## src/rtl/wk_pkg.sv

```systemverilog
package wk_pkg;
  typedef enum logic [1:0] {
    SLOT_HOLD = 2'd0,
    SLOT_LOAD = 2'd1,
    SLOT_KILL = 2'd2
  } slot_op_e;
endpackage

```

## src/rtl/wk_scoreboard.sv

```systemverilog
module wk_scoreboard #(
  parameter int NUM_PREGS = 32,
  parameter int NUM_DSTS  = 2,
  parameter int TAG_W     = 6
) (
  input  logic                      clk_i,
  input  logic                      rst_ni,
  input  logic [NUM_DSTS-1:0]       bc_vld_i,
  input  logic [NUM_DSTS*TAG_W-1:0] bc_tags_i,
  input  logic                      alloc_vld_i,
  input  logic [TAG_W-1:0]          alloc_tag_i,
  output logic [NUM_PREGS-1:0]      sb_o
);
  logic [NUM_PREGS-1:0] sb_q, sb_d;

  always_comb begin
    sb_d = sb_q;
    for (int r = 0; r < NUM_PREGS; r++) begin
      if (alloc_vld_i && alloc_tag_i == TAG_W'(r)) sb_d[r] = 1'b0;
      // completion wins over a colliding allocation
      for (int d = 0; d < NUM_DSTS; d++)
        if (bc_vld_i[d] && bc_tags_i[d*TAG_W +: TAG_W] == TAG_W'(r)) sb_d[r] = 1'b1;
    end
  end

  always_ff @(posedge clk_i or negedge rst_ni)
    if (!rst_ni) sb_q <= '1;
    else         sb_q <= sb_d;

  assign sb_o = sb_q;

  AST_SB_HOLD: assert property (@(posedge clk_i) disable iff (!rst_ni)
    (!(|bc_vld_i) && !(alloc_vld_i && int'(alloc_tag_i) < NUM_PREGS)) |=> $stable(sb_q));
endmodule

```

## src/rtl/wk_slot.sv

```systemverilog
module wk_slot
  import wk_pkg::*;
#(
  parameter int NUM_SRCS = 2,
  parameter int NUM_DSTS = 2,
  parameter int TAG_W    = 6,
  parameter int CNT_W    = 2
) (
  input  logic                      clk_i,
  input  logic                      rst_ni,
  input  slot_op_e                  op_i,
  input  logic [CNT_W-1:0]          nsrc_i,
  input  logic [NUM_SRCS*TAG_W-1:0] src_tags_i,
  input  logic [NUM_SRCS-1:0]       src_rdy_i,
  input  logic [NUM_DSTS-1:0]       bc_vld_i,
  input  logic [NUM_DSTS*TAG_W-1:0] bc_tags_i,
  output logic                      ready_o
);
  logic                      valid_q;
  logic [CNT_W-1:0]          nsrc_q, cnt_q;
  logic [NUM_SRCS*TAG_W-1:0] tags_q;
  logic [NUM_SRCS-1:0]       wait_q, hit, used;

  always_comb begin
    for (int s = 0; s < NUM_SRCS; s++) begin
      hit[s]  = 1'b0;
      used[s] = CNT_W'(s) < nsrc_i;
      for (int d = 0; d < NUM_DSTS; d++)
        if (bc_vld_i[d] && bc_tags_i[d*TAG_W +: TAG_W] == tags_q[s*TAG_W +: TAG_W])
          hit[s] = wait_q[s];
    end
  end

  always_ff @(posedge clk_i or negedge rst_ni) begin
    if (!rst_ni) begin
      valid_q <= 1'b0;
      nsrc_q  <= '0;
      cnt_q   <= '0;
      tags_q  <= '0;
      wait_q  <= '0;
    end else begin
      case (op_i)
        SLOT_LOAD: begin
          valid_q <= 1'b1;
          nsrc_q  <= nsrc_i;
          tags_q  <= src_tags_i;
          wait_q  <= used & ~src_rdy_i;
          cnt_q   <= CNT_W'($countones(used & src_rdy_i));
        end
        SLOT_KILL: begin
          valid_q <= 1'b0;
          wait_q  <= '0;
          cnt_q   <= '0;
        end
        default: if (valid_q) begin
          wait_q <= wait_q & ~hit;
          cnt_q  <= cnt_q + CNT_W'($countones(hit));
        end
      endcase
    end
  end

  assign ready_o = valid_q && (cnt_q == nsrc_q);

  AST_CNT_BOUND: assert property (@(posedge clk_i) disable iff (!rst_ni)
    valid_q |-> cnt_q <= nsrc_q);
  AST_CNT_WAIT_SUM: assert property (@(posedge clk_i) disable iff (!rst_ni)
    valid_q |-> (int'(cnt_q) + $countones(wait_q)) == int'(nsrc_q));
  AST_KILL_FREES: assert property (@(posedge clk_i) disable iff (!rst_ni)
    (op_i == SLOT_KILL) |=> !ready_o);
endmodule

```

## src/rtl/reg_wakeup_tracker.sv

```systemverilog
module reg_wakeup_tracker
  import wk_pkg::*;
#(
  parameter int NUM_ENTRIES = 8,
  parameter int NUM_SRCS    = 2,
  parameter int NUM_DSTS    = 2,
  parameter int NUM_PREGS   = 32,
  localparam int TAG_W      = $clog2(NUM_PREGS) + 1,
  localparam int SLOT_W     = $clog2(NUM_ENTRIES),
  localparam int CNT_W      = $clog2(NUM_SRCS + 1)
) (
  input  logic                      clk_i,
  input  logic                      rst_ni,
  input  logic                      ins_valid_i,
  input  logic [SLOT_W-1:0]         ins_slot_i,
  input  logic [CNT_W-1:0]          ins_nsrc_i,
  input  logic [NUM_SRCS*TAG_W-1:0] ins_src_tags_i,
  input  logic                      alloc_valid_i,
  input  logic [TAG_W-1:0]          alloc_tag_i,
  input  logic                      cmp_valid_i,
  input  logic                      cmp_is_mem_i,
  input  logic [NUM_DSTS-1:0]       cmp_dst_valid_i,
  input  logic [NUM_DSTS*TAG_W-1:0] cmp_dst_tags_i,
  input  logic [NUM_ENTRIES-1:0]    squash_mask_i,
  input  logic                      issue_valid_i,
  input  logic [SLOT_W-1:0]         issue_slot_i,
  output logic [NUM_ENTRIES-1:0]    ready_o,
  output logic [NUM_PREGS-1:0]      scoreboard_o,
  output logic                      mem_wake_o
);
  logic [NUM_DSTS-1:0] bc_vld;
  logic [NUM_SRCS-1:0] ins_rdy;
  logic                mem_wake_q;

  // special and control registers never broadcast
  always_comb
    for (int d = 0; d < NUM_DSTS; d++)
      bc_vld[d] = cmp_valid_i && cmp_dst_valid_i[d]
                  && int'(cmp_dst_tags_i[d*TAG_W +: TAG_W]) < NUM_PREGS;

  // insert-time readiness with same-cycle wakeup bypass
  always_comb begin
    for (int s = 0; s < NUM_SRCS; s++) begin
      ins_rdy[s] = int'(ins_src_tags_i[s*TAG_W +: TAG_W]) >= NUM_PREGS;
      for (int r = 0; r < NUM_PREGS; r++)
        if (scoreboard_o[r] && ins_src_tags_i[s*TAG_W +: TAG_W] == TAG_W'(r)) ins_rdy[s] = 1'b1;
      for (int d = 0; d < NUM_DSTS; d++)
        if (bc_vld[d] && ins_src_tags_i[s*TAG_W +: TAG_W] == cmp_dst_tags_i[d*TAG_W +: TAG_W])
          ins_rdy[s] = 1'b1;
    end
  end

  wk_scoreboard #(
    .NUM_PREGS(NUM_PREGS), .NUM_DSTS(NUM_DSTS), .TAG_W(TAG_W)
  ) u_sb (
    .clk_i, .rst_ni,
    .bc_vld_i   (bc_vld),
    .bc_tags_i  (cmp_dst_tags_i),
    .alloc_vld_i(alloc_valid_i),
    .alloc_tag_i(alloc_tag_i),
    .sb_o       (scoreboard_o)
  );

  for (genvar i = 0; i < NUM_ENTRIES; i++) begin : g_slot
    slot_op_e op;
    always_comb begin
      if (ins_valid_i && ins_slot_i == SLOT_W'(i))
        op = SLOT_LOAD;
      else if (squash_mask_i[i] || (issue_valid_i && issue_slot_i == SLOT_W'(i) && ready_o[i]))
        op = SLOT_KILL;
      else
        op = SLOT_HOLD;
    end

    wk_slot #(
      .NUM_SRCS(NUM_SRCS), .NUM_DSTS(NUM_DSTS), .TAG_W(TAG_W), .CNT_W(CNT_W)
    ) u_slot (
      .clk_i, .rst_ni,
      .op_i      (op),
      .nsrc_i    (ins_nsrc_i),
      .src_tags_i(ins_src_tags_i),
      .src_rdy_i (ins_rdy),
      .bc_vld_i  (bc_vld),
      .bc_tags_i (cmp_dst_tags_i),
      .ready_o   (ready_o[i])
    );
  end

  always_ff @(posedge clk_i or negedge rst_ni)
    if (!rst_ni) mem_wake_q <= 1'b0;
    else         mem_wake_q <= cmp_valid_i && cmp_is_mem_i;

  assign mem_wake_o = mem_wake_q;

  AST_MEM_WAKE_SET: assert property (@(posedge clk_i) disable iff (!rst_ni)
    (cmp_valid_i && cmp_is_mem_i) |=> mem_wake_o);
  AST_MEM_WAKE_CLR: assert property (@(posedge clk_i) disable iff (!rst_ni)
    !(cmp_valid_i && cmp_is_mem_i) |=> !mem_wake_o);
  AST_SQUASH_KEEPS_SB: assert property (@(posedge clk_i) disable iff (!rst_ni)
    ((|squash_mask_i) && !cmp_valid_i && !alloc_valid_i) |=> $stable(scoreboard_o));
endmodule

```

## config.mk

```make
export PLATFORM = sky130hd
export DESIGN_NAME = reg_wakeup_tracker
export DESIGN_NICKNAME = d
export VERILOG_FILES = /design/src/rtl/wk_pkg.sv /design/src/rtl/wk_scoreboard.sv /design/src/rtl/wk_slot.sv /design/src/rtl/reg_wakeup_tracker.sv
export SDC_FILE = /design/constraint.sdc
export NUM_CORES = 1
export LEC_CHECK = 0
export BUFFER_PORTS_ARGS = -buffer_cell sky130_fd_sc_hd__buf_2
export CAP_MARGIN = 5
export CORE_MARGIN = 4
export CORE_UTILIZATION = 30
export CTS_BUF_LIST = sky130_fd_sc_hd__clkbuf_8
export CTS_CLUSTER_DIAMETER = 100
export DETAILED_ROUTE_END_ITERATION = 7
export MAX_ROUTING_LAYER = met4
export PLACE_DENSITY_LB_ADDON = 0.2
export SLEW_MARGIN = 20
export SYNTH_ARGS = -nofsm -noshare
export SYNTH_HDL_FRONTEND = slang
export SYNTH_SLANG_ARGS = --single-unit
```

## constraint.sdc

```tcl
create_clock -name clk_i -period 4.7 [get_ports clk_i]
set_input_delay 0.94 -clock clk_i [delete_from_list [all_inputs] [get_ports clk_i]]
set_output_delay 0.94 -clock clk_i [all_outputs]
set_load 0.1 [all_outputs]
```

==> impl_results.md <==
- Worst r2r src: u_sb.sb_o[17]
- Grt total ovfl: 0
- CP most frequent cell: a21oi_1
- Crit path cell chain: buf_2 -> mux4_2 -> and3_4 -> o31ai_4 -> nand4_2 -> a21oi_1 -> nor2_1 -> ha_1 -> a22oi_1 -> a21oi_1
- Max H-tree Level: 4
- Mapped Cells: 1170
- WL per Instance: 21.82 um
- Hold path depth: 2
- Worst Hold Class: flip-flop to flip-flop
- Post-synth EDFFs: 0
- Post-CTS Hold Buffers: 0
- Synth Warn #: 0
- CORE AREA: 0.03670 sq mm
- # DRC: 0
- Commonest non-fill, non-tap cell in the layout: nand2_1
- Clock Latency Late Sink: 0.47 ns
- Unrepaired setup endpoints after global routing: no
- Max cap viols: 0
- Worst path slowest cell: ha_1
- Pin count of the biggest net entering global routing: 92
- Most frequent cells in the layout: 197 x nand2_1, 153 x dfrtp_1, 109 x xor2_1
- CP startpoint kind: input port
- Data required time of the worst path: 5.09 ns
- Fmax: 299.0 MHz
- Crit Path Class: input port to flip-flop
- Dpl hpwl: 25830 um
- Flops & latches, synth: 185
- Power Density: 382.4 mW/mm^2
- Initial DRC count: 627
- Vias per std cell: 5.346
- Clock skew: 0.01486 ns
- Relative slew slack: 35.99%
- Ys async rst share: 100.0%
- GP Congestion: 0.8941
- Register-to-Register Path Depth: 11
- Setup crit end kind: flip-flop
- Min-delay src: g_slot[5].u_slot.tags_q[11]
- Final Hold Fails: 0
- Die height: 201.3 um
- Leak pwr: 5.137 nW
- IO Port Bufs: 95
- Critical path data arrival time: 3.73 ns
- Netlist cell types: 62
- Root Buffer: clkbuf_8
- Clock tree from TritonCTS: done
- Crit-path max FO: 18
- Starting density of the core: 30.55%
- Nets: 1286
- CP bufs+invs: 1
- Clock-pin transition on the worst setup and hold timing paths: 0.09 ns
- CP max stage delay: 0.68 ns
- Vias in the first global route: 9310
- Share of layout cells above drive strength 1: 21.07%
- Post-synthesis net count: 1234
- TritonCTS Buffers: 17
- Main synth FF type: dfrtp_1
- DRT antenna net count: 0
- WL final: 37160 um
- Avg Inst Size Synth: 9.583 sq um
- Final Max Tran Viols: 0
- Layout area overhead: 11.19%
- Max VDD drop: 0.3563 mV
- First-pass GRT wire length: 57380 um
- Post-CTS Setup Bufs: 0
- Worst-Margin Slew: 0.9574 ns
- All-Layer GR Usage: 18.67%
- IO Pins: 96
- Layout filler cell count: 3790
- Hold WS: 0.4829 ns
- Worst R2R End: g_slot[1].u_slot.cnt_q[1]
- Post-cts resize count: 0
- Initial antenna violation count: 1
- Fin crit share: 71.17%
- Die Wd: 201.3 um
- Rows: 70
- Max Buffers Root-to-Sink: 2
- R2R setup slack: 1.84 ns
- Outcome: finished, final reports clean
- Final worst path period need: 3.345 ns
- Worst hold endpoint: g_slot[5].u_slot.tags_q[11]
- CP delay by family, top: compound AO/OA/AOI/OAI gates
- Setup TNS: 0 ns
- CTS Sinks: 185
- DR pass1 iterations: 5
- Sequential share of the synthesized area: 41.65%
- Count of final setup violators: 0
- Die footprint: 0.04053 sq mm
- Synthesized cell area: 0.01121 sq mm
- Vias: 9104
routing by layer:
layer / GRT usage (%) / wire [um] / up-vias
met3: 2.965 / 1622 / 65
met2: 30.72 / 18230 / 243
met1: 23.59 / 16240 / 4587
met5: - / 0 / -
li1: - / - / 4209
met4: 6.226 / 1058 / 0
cell families after synthesis:
family | after synthesis | share of synthesized area [%]
DFF | 185 | 41.65
adders and majority gates | 9 | 1.540
AOI/OAI and AO/OA | 199 | 12.55
muxes | 70 | 7.131
and+or+nand+nor | 408 | 17.81
buffers and inverters | 103 | 4.006
xor gates and xnor gates | 196 | 15.31
synth_stat cells (11+ instances only):
cell / n / area, sq um
dfstp_2: 32 / 840.8
a32o_1: 16 / 160.2
inv_1: 13 / 48.80
xor2_1: 109 / 954.7
xnor2_1: 87 / 762.0
dfrtp_1: 153 / 3829
nor2_1: 31 / 116.4
nor3_1: 15 / 75.07
nor2b_1: 14 / 87.58
o21ai_0: 65 / 325.3
nand3b_1: 25 / 187.7
nand3_1: 43 / 215.2
nor4_1: 29 / 181.4
mux2_2: 57 / 641.9
and3_1: 11 / 68.82
o221ai_1: 32 / 280.3
nand2_1: 197 / 739.5
clkbuf_1: 52 / 195.2
buf_1: 16 / 60.06
a21oi_1: 34 / 170.2
sequential cells by signal, indices dropped and copies added, names as in the netlist:
signal / cells
g_slot.u_slot.cnt_q: 16
u_sb.sb_o: 32
g_slot.u_slot.wait_q: 16
mem_wake_o: 1
g_slot.u_slot.valid_q: 8
g_slot.u_slot.tags_q: 96
g_slot.u_slot.nsrc_q: 16
metrics by stage:
step | worst slack [ns] | std cells | power (mW) | utilization (%) | cell area (sq um)
global placement | 0.8579 | 1671 | 3.773 | 33.02 | 12120
finish | 1.355 | 1703 | 4.767 | 33.97 | 12470
global route | 1.201 | 1703 | 5.024 | 33.97 | 12470
CTS | 1.366 | 1702 | 4.802 | 33.97 | 12460
floorplan | 1.388 | 1170 | 3.373 | - | 11210
detailed placement | 0.8630 | 1671 | 3.784 | 33.02 | 12120
area by class of cell:
cell class / instances / area (sq um) / area share [%]
antenna: 1 / 2.502 / 0.02007
inverter: 13 / 48.80 / 0.3914
sequential: 185 / 4669 / 37.45
clock inverter: 11 / 72.57 / 0.5821
clock buffer: 20 / 275.3 / 2.208
timing repair buffer: 123 / 706.9 / 5.670
tap: 468 / 585.6 / 4.697
multi-input combinational: 882 / 6106 / 48.98
worst reg2reg max path, stage by stage (launching register included):
cell	delay, ns
dfstp_2	0.61
nor4b_1	0.25
a311o_1	0.15
a222oi_1	0.07
o21ai_0	0.36
a21oi_1	0.12
nor2_1	0.21
ha_1	0.50
nand2_1	0.14
a21oi_1	0.18
nor2_1	0.05
a21oi_1	0.13
power breakdown:
part	switching, mW	internal (mW)
sequential	0.336	1.91
combinational	1.00	0.506
clock	0.604	0.405
worst max path at each step:
stage | startpoint | end | slack, ns | cells past startpoint
global route | ins_src_tags_i[1] | g_slot[0].u_slot.cnt_q[0] | 1.20 | 10
finish | ins_src_tags_i[6] | g_slot[5].u_slot.cnt_q[0] | 1.36 | 10
CTS | ins_src_tags_i[6] | g_slot[5].u_slot.cnt_q[0] | 1.37 | 10
detailed placement | ins_src_tags_i[6] | g_slot[0].u_slot.cnt_q[0] | 0.86 | 10
floorplan | cmp_dst_tags_i[10] | g_slot[2].u_slot.cnt_q[0] | 1.39 | 10
global placement | ins_src_tags_i[1] | g_slot[0].u_slot.cnt_q[0] | 0.86 | 10
(Power assumes the default switching activity.)
